[src/rtl/uart_rxbuf_pkg.sv]
package uart_rxbuf_pkg;
    typedef logic [7:0] byte_t;

    typedef enum logic {
        RUN_HALTED = 1'b0,
        RUN_ACTIVE = 1'b1
    } run_state_e;

    typedef enum logic {
        EV_IDLE   = 1'b0,
        EV_RAISED = 1'b1
    } evt_state_e;

    localparam logic SEL_DATA  = 1'b0;
    localparam logic SEL_EVENT = 1'b1;
endpackage

[src/rtl/rxbuf_run_ctrl.sv]
module rxbuf_run_ctrl
    import uart_rxbuf_pkg::*;
(
    input  logic clk,
    input  logic rst_n,
    input  logic run_set,
    input  logic run_clr,
    output logic running
);
    run_state_e state_q, state_d;

    always_ff @(posedge clk) begin
        if (!rst_n) state_q <= RUN_HALTED;
        else        state_q <= state_d;
    end

    always_comb begin
        state_d = state_q;
        unique case (state_q)
            RUN_HALTED: if (run_set && !run_clr) state_d = RUN_ACTIVE;  // START
            RUN_ACTIVE: if (run_clr)             state_d = RUN_HALTED;  // STOP
            default:                             state_d = RUN_HALTED;
        endcase
    end

    always_comb begin
        running = (state_q == RUN_ACTIVE);
    end
endmodule

[src/rtl/rxbuf_event.sv]
module rxbuf_event
    import uart_rxbuf_pkg::*;
(
    input  logic clk,
    input  logic rst_n,
    input  logic set_evt,
    input  logic clr_evt,
    output logic evt
);
    evt_state_e state_q, state_d;

    always_ff @(posedge clk) begin
        if (!rst_n) state_q <= EV_IDLE;
        else        state_q <= state_d;
    end

    always_comb begin
        state_d = state_q;
        unique case (state_q)
            EV_IDLE:   if (set_evt)             state_d = EV_RAISED; // RAISE
            EV_RAISED: if (clr_evt && !set_evt) state_d = EV_IDLE;   // LOWER
            default:                            state_d = EV_IDLE;
        endcase
    end

    always_comb begin
        evt = (state_q == EV_RAISED);
    end
endmodule

[src/rtl/rxbuf_store.sv]
module rxbuf_store
    import uart_rxbuf_pkg::*;
#(
    parameter int DEPTH = 6,
    parameter int CW    = $clog2(DEPTH + 1),
    parameter int PW    = (DEPTH > 1) ? $clog2(DEPTH) : 1
) (
    input  logic          clk,
    input  logic          rst_n,
    input  logic          push,
    input  logic          pop,
    input  byte_t         push_byte,
    output byte_t         head_byte,
    output logic [CW-1:0] count
);
    localparam logic [CW:0]   DEPTH_X = (CW + 1)'(DEPTH);
    localparam logic [PW-1:0] LAST_IX = PW'(DEPTH - 1);

    byte_t         mem [DEPTH];
    logic [PW-1:0] head_q;
    logic [CW-1:0] count_q;
    logic [CW:0]   wr_sum;
    logic [PW-1:0] wr_ix;
    logic [PW-1:0] head_nx;

    always_comb begin
        wr_sum  = (CW + 1)'(head_q) + (CW + 1)'(count_q);
        wr_ix   = (wr_sum >= DEPTH_X) ? PW'(wr_sum - DEPTH_X) : PW'(wr_sum);
        head_nx = (head_q == LAST_IX) ? '0 : head_q + 1'b1;
    end

    always_ff @(posedge clk) begin
        if (!rst_n) begin
            head_q  <= '0;
            count_q <= '0;
            for (int i = 0; i < DEPTH; i++) mem[i] <= '0;
        end else begin
            if (push) mem[wr_ix] <= push_byte;
            if (pop)  head_q <= head_nx;
            unique case ({push, pop})
                2'b10:   count_q <= count_q + 1'b1;
                2'b01:   count_q <= count_q - 1'b1;
                default: count_q <= count_q;
            endcase
        end
    end

    assign head_byte = mem[head_q];
    assign count     = count_q;
endmodule

[src/rtl/uart_rxbuf.sv]
module uart_rxbuf
    import uart_rxbuf_pkg::*;
#(
    parameter int DEPTH = 6,
    parameter int CW    = $clog2(DEPTH + 1)
) (
    input  logic          clk,
    input  logic          rst_n,
    input  logic          run_set,
    input  logic          run_clr,
    input  logic [7:0]    in_data,
    input  logic          in_valid,
    output logic          in_ready,
    output logic [CW-1:0] free_space,
    input  logic          rd_strobe,
    input  logic          reg_wr,
    input  logic          reg_sel,
    input  logic [7:0]    reg_wdata,
    output logic [7:0]    head_byte,
    output logic [CW-1:0] occupancy,
    output logic          rx_ready
);
    localparam logic [CW-1:0] DEPTH_C = CW'(DEPTH);

    logic running;
    logic push, pop, remain, set_evt, clr_evt;

    rxbuf_run_ctrl u_ctrl (
        .clk     (clk),
        .rst_n   (rst_n),
        .run_set (run_set),
        .run_clr (run_clr),
        .running (running)
    );

    rxbuf_store #(.DEPTH(DEPTH), .CW(CW)) u_store (
        .clk       (clk),
        .rst_n     (rst_n),
        .push      (push),
        .pop       (pop),
        .push_byte (in_data),
        .head_byte (head_byte),
        .count     (occupancy)
    );

    rxbuf_event u_evt (
        .clk     (clk),
        .rst_n   (rst_n),
        .set_evt (set_evt),
        .clr_evt (clr_evt),
        .evt     (rx_ready)
    );

    always_comb begin
        in_ready   = running && (occupancy != DEPTH_C);
        free_space = running ? (DEPTH_C - occupancy) : '0;
        push       = in_valid && in_ready;
        pop        = rd_strobe && running && (occupancy != '0);
        remain     = push || (occupancy > CW'(1));
        set_evt    = push || (pop && remain);
        // data-register writes (reg_sel == SEL_DATA) are decoded to nothing
        clr_evt    = reg_wr && (reg_sel == SEL_EVENT) && (reg_wdata == 8'h00);
    end
endmodule

[config.mk]
export PLATFORM = sky130hd
export DESIGN_NAME = uart_rxbuf
export DESIGN_NICKNAME = d
export VERILOG_FILES = /design/src/rtl/uart_rxbuf_pkg.sv /design/src/rtl/rxbuf_run_ctrl.sv /design/src/rtl/rxbuf_event.sv /design/src/rtl/rxbuf_store.sv /design/src/rtl/uart_rxbuf.sv
export SDC_FILE = /design/constraint.sdc
export NUM_CORES = 1
export LEC_CHECK = 0
export CAP_MARGIN = 20
export CELL_PAD_IN_SITES_DETAIL_PLACEMENT = 1
export CELL_PAD_IN_SITES_GLOBAL_PLACEMENT = 2
export CORE_MARGIN = 2
export CORE_UTILIZATION = 36
export CTS_CLUSTER_SIZE = 8
export DETAILED_ROUTE_END_ITERATION = 7
export PLACE_DENSITY = 0.78
export SYNTH_ARGS = -nofsm -noshare
export SYNTH_HDL_FRONTEND = slang
export SYNTH_HIERARCHICAL = 1
export SYNTH_SLANG_ARGS = --single-unit
[constraint.sdc]
create_clock -name clk -period 3.1 [get_ports clk]
set_clock_uncertainty 0.2 [all_clocks]
set_input_delay 0.93 -clock clk [delete_from_list [all_inputs] [get_ports clk]]
set_output_delay 0.93 -clock clk [all_outputs]
set_load 0.01 [all_outputs]
Word level (Yosys, flattened, before mapping)
Memory sizes are Yosys's and may differ from the RTL's. A register that Yosys moved wholly into a read port is not among the register bits.
Cells that the tools add are included.
{"block": "word_totals", "wordCells": 55, "mem_bits_rw": 48, "inputBits": 24, "memories": 1, "regBits": 8}
{"block": "classes", "muxes": 19, "magnitude_cmp": 2, "addsub": 6, "bitwise": 2, "n_eq_ne": 4, "reduce_logical": 17}
{"memory": "u_store.mem", "depth": 6, "word_bits": 8, "read_ports": 1, "rd_clocked_by_memory_dff": 1, "wr": 6, "line": "rxbuf_store.sv:19", "rtl": "byte_t mem [DEPTH];"}
{"operator": "3-bit 2-to-1 mux", "n": 6}
{"operator": "1-bit logical AND", "n": 9}
{"operator": "1-bit 2-to-1 mux", "n": 9}
{"operator": "8-bit zero test", "n": 1}
{"operator": "8-bit 2-to-1 mux", "n": 1}
{"operator": "8-bit OR reduction", "n": 1}
{"operator": "3-bit by 1-bit adder with 3-bit output (second input constant)", "n": 2}
{"operator": "3-bit case mux with 2 select lines", "n": 1}
{"operator": "3-bit by 3-bit adder with 4-bit output", "n": 1}
{"operator": "4-bit by 3-bit >= comparator with 1-bit output (second input constant)", "n": 1}
{"operator": "1-bit case mux with 2 select lines", "n": 2}
{"operator": "3-bit == test (second input constant)", "n": 1}
{"operator": "3-bit by 1-bit > comparator with 1-bit output (second input constant)", "n": 1}
{"operator": "3-bit != test (second input constant)", "n": 1}
{"operator": "3-bit nonzero test", "n": 1}
{"operator": "3-bit by 1-bit subtractor with 3-bit output (second input constant)", "n": 1}
{"operator": "3-bit subtractor (first input constant)", "n": 1}
{"operator": "3-bit subtractor (second input constant)", "n": 1}
{"operator": "2-bit by 1-bit == test with 1-bit output (second input constant)", "n": 1}
{"operator": "2-bit == test (second input constant)", "n": 1}
{"operator": "1-bit zero test", "n": 2}
{"operator": "1-bit logical OR", "n": 2}
{"operator": "1-bit inverter", "n": 2}
{"operator": "2-bit nonzero test", "n": 1}

Longest topological paths before layout
{"block": "depth", "ltp_word": 10, "depth_mapped": 11}

Hierarchy
The synthesis kept the hierarchy.
{"module": "rxbuf_store", "cells_per_inst": 243, "n_inst": 1, "area_each_um2": 3527.1, "seq_area_each_um2": 2102.0}
{"module": "uart_rxbuf", "cells_per_inst": 25, "n_inst": 1, "area_each_um2": 175.2, "seq_area_each_um2": 0.0}
{"module": "rxbuf_event", "cells_per_inst": 3, "n_inst": 1, "area_each_um2": 41.3, "seq_area_each_um2": 20.0}
{"module": "rxbuf_run_ctrl", "cells_per_inst": 3, "n_inst": 1, "area_each_um2": 36.3, "seq_area_each_um2": 20.0}

Worst setup path before layout
No wires, ideal clock.
{"block": "synth_timing", "path_kind": "register to register", "startpoint": "register u_store.count_q[0] (netlist: u_store/count[0])", "endpoint": "memory u_store/mem[4][0] (netlist name) (enable)", "path_buffers": 1, "period_less_slack_ns": 3.524, "required_time_ns": 2.496, "setup_time_ns": 0.404, "setup_slack_ns": -0.424, "path_stages_with_launch": 7, "arrival_time_ns": 2.920, "path_cell_list": "dfxtp_1 ha_1 fa_1 buf_4 nor3b_1 mux2i_4 o311ai_0"}
{"item": "start: declaration", "line": "rxbuf_store.sv:21", "rtl": "logic [CW-1:0] count_q;"}
{"item": "start signal: assignment", "line": "rxbuf_store.sv:41", "rtl": "2'b10: count_q <= count_q + 1'b1;"}
{"item": "start signal: assignment", "line": "rxbuf_store.sv:42", "rtl": "2'b01: count_q <= count_q - 1'b1;"}
{"item": "start signal: assignment", "line": "rxbuf_store.sv:43", "rtl": "default: count_q <= count_q;"}
{"item": "end: declaration", "line": "rxbuf_store.sv:19"}

==> qor.txt <==
Share of cells above drive strength 1: 30.12%
CP required: 1.97 ns
Busiest grt layer: met2
GRT overflow: 0
H-tree depth: 3
Placement Cell Area: 4513 µm²
Vias after detailed routing: 2503
Global placement routability congestion: 0.8182
Yosys top cell by area: edfxtp_1
Met1 Usage GRT: 22.07%
WHS Endpoint: u_store/head_q[2]$_SDFFE_PN0P_
VDD IR-drop max: 227.2 µV
Via/cell ratio: 5.236
Antenna Nets Post-Route: 0
Area fraction of the dominant cell type after synthesis: 50.84%
Die Ht: 106.5 µm
Initial core utilization: 36.78%
Worst r2r src: u_store/head_q[0]$_SDFFE_PN0P_
FF+latch count, synth: 75
I/O Pins: 40
Clk root buf: clkbuf_8
CTS tree: yes
Final period util: 98.17%
Crit end category: primary output
CTS sink cnt: 75
GR Layer Usage met3: 3.617%
Wire per inst: 20.05 µm
Worst-margin pin slew: 0.8213 ns
Clock Latency Late Sink: 0.35 ns
Synth top area cells: edfxtp_1 51%, mux4_2 9.5%, dfxtp_1 5.8%, ha_1 2.6%, nor3_1 2.4%
Clock buffer depth: 2
Synth top cells by count: 64 x edfxtp_1, 22 x nand2_1, 18 x nor3_1
Final nets: 371
Gr usage total: 18.32%
DRC errors left: 0
Number of CTS-inserted buffers: 9
GRT met2 Usage: 32.46%
Post-synth EDFFs: 64
DP Wirelength: 6737 µm
Fin area: 4771 µm²
Hold path depth: 2
Final wirelength: 9582 µm
DIE AREA: 11330 µm²
Final non-filler cell total: 478
Port Buffers: 39
Cells after Synth: 274
Reg2reg path depth: 6
Synthesized area: 3780 µm²
Max Slew Vio Count: 0
Status: complete, no violations
DR iter-0 viols: 161
Top-count cell post-synth: edfxtp_1
Core area: 10280 µm²
Clock Pin Slew Worst Setup and Hold Paths: 0.09 ns
Synth cell types: 48
Fin. Hold Viols: 0
Hold Crit Class: flop to flop
Critical path fanouts, max: 8
Max Cap Violations: 0
DRT Pass-1 Iters: 4
Worst hold path startpoint: u_store/head_q[2]$_SDFFE_PN0P_
Fmax: 328.6 MHz
Setup Viol. Count Final: 0
Leakage: 1.729 nW
Row count: 37
Setup slack, reg-to-reg: 0.21 ns
Async set or reset register ratio after synthesis: 0%
Pwr dens: 444.2 nW/µm²
Post-Syn Area per Cell: 13.80 µm²
Rel. slew slack: 45.25%
Dpl cells: 459
Seq/Total Area, Yosys: 56.67%
Global-route wire length before repair: 15300 µm
Startpoint types: flop
Largest net degree at the start of global routing: 25
Area grow syn2layout: 26.22%
Vias in the first global route: 2783
Mapped Nets: 308
Pre-CTS WS: -0.09382 ns
Setup ws final: 0.05672 ns
Top_reg_cell synth: edfxtp_1
R2r endpoint: u_store/mem[3][1]$_SDFFCE_PN0P_
Critical Path AT: 1.91 ns
RSZ-0062 raised after global routing: false
Critical path class: flop to primary output
Tmin final: 3.043 ns
Chip width: 106.5 µm
Ant diodes: 0
Syn. warnings: 6
Antenna violations before repair: 0
## timing repair
item | in CTS | in global routing
gates resized for setup | 33 | 8
endpoints found under the setup margin | 8 | 8
hold buffers | 0 | 0
buffers inserted | 1 | 1
gates cloned | 1 | 0
## state kept, by name, indices dropped and copies added, names as in the netlist, named ones only
| signal | flops |
|---|---|
| u_ctrl/running | 1 |
| u_evt/evt | 1 |
| u_store/count | 3 |
| u_store/head_q | 3 |
| u_store/mem | 64 |
## cell families after synthesis
logic type,after synthesis,synth area share [%]
AOI/OAI and AO/OA,46,8.540
xor gates and xnor gates,5,1.159
adders and majority gates,10,3.708
buffers and inverters,27,3.674
DFF,75,56.67
muxes,27,13.37
and+or+nand+nor,84,12.88
## through the flow
stage / hold WS, ns / power (mW) / TNS [ns] / utilization [%]
after CTS: 0.3620 / 2.139 / 0 / 46.43
after floorplan: 0.2880 / 1.199 / 0 / -
after global placement: 0.3461 / 1.284 / -0.01855 / 43.91
after global routing: 0.4115 / 2.196 / 0 / 46.42
final: 0.3575 / 2.119 / 0 / 46.42
after detailed placement: 0.3494 / 1.289 / -0.09382 / 43.91
## layer usage
| metal | share of wire, % | routed length [µm] | up-vias |
|---|---|---|---|
| met2 | 53 | 5097 | 49 |
| li1 | - | - | 1179 |
| met1 | 41 | 3966 | 1258 |
| met4 | 1.8 | 174 | 0 |
| met3 | 3.6 | 344 | 17 |
| met5 | 0 | 0 | - |
## layout make-up
| type | instances | area (µm²) |
|---|---|---|
| Clock buffer | 9 | 123.9 |
| Clock inverter | 7 | 98.84 |
| Fill cell | 1092 | 5507 |
| Inverter | 9 | 33.78 |
| Multi-Input combinational cell | 172 | 1531 |
| Sequential cell | 75 | 2147 |
| Tap cell | 136 | 170.2 |
| Timing Repair Buffer | 70 | 665.6 |
## report_power, final
part           total [mW]  leakage, nW  switching (mW)  internal, mW
registers            1.12        0.761         0.00880          1.11
logic               0.141        0.856          0.0648        0.0762
clock network       0.858        0.112           0.399         0.459
## critical path, stage by stage (launching register included)
cell,delay [ns]
dfxtp_4,0.41
buf_16,0.14
buf_4,0.11
mux4_2,0.48
mux2_4,0.29
buf_6,0.12
## how the worst max path moves through the flow
stage	endpoint	slack, ns	cells past startpoint
6_report	head_byte[0]	0.06	5
5_1_grt	head_byte[0]	0.003	5
4_1_cts	head_byte[1]	0.003	4
3_5_place_dp	u_store/count[2]$_SDFFE_PN0P_	-0.09	9
3_3_place_gp	u_store/count[2]$_SDFFE_PN0P_	-0.02	9
2_1_floorplan	u_store/mem[1][0]$_SDFFCE_PN0P_	0.18	6
## cells in the final DEF, fill, tap and decap left out, drive strengths merged, types with 3 or more instances in the layout
master	synthesis	layout
ha	8	8
o21ai	4	4
buf	13	37
nor2	5	5
nor2b	3	3
inv	9	11
clkdlybuf4s50	0	30
mux2	8	8
o211ai	3	3
nor3b	6	6
edfxtp	64	64
mux2i	3	3
nand2	22	22
dfxtp	11	11
xnor2	3	3
mux4	16	16
and3b	4	4
clkbuf	5	11
nor3	18	18
or4	3	3
a21oi	27	27
and2	6	6
and3	11	11
clkinv	0	3
Note: power is estimated with default switching activity, not from simulation.
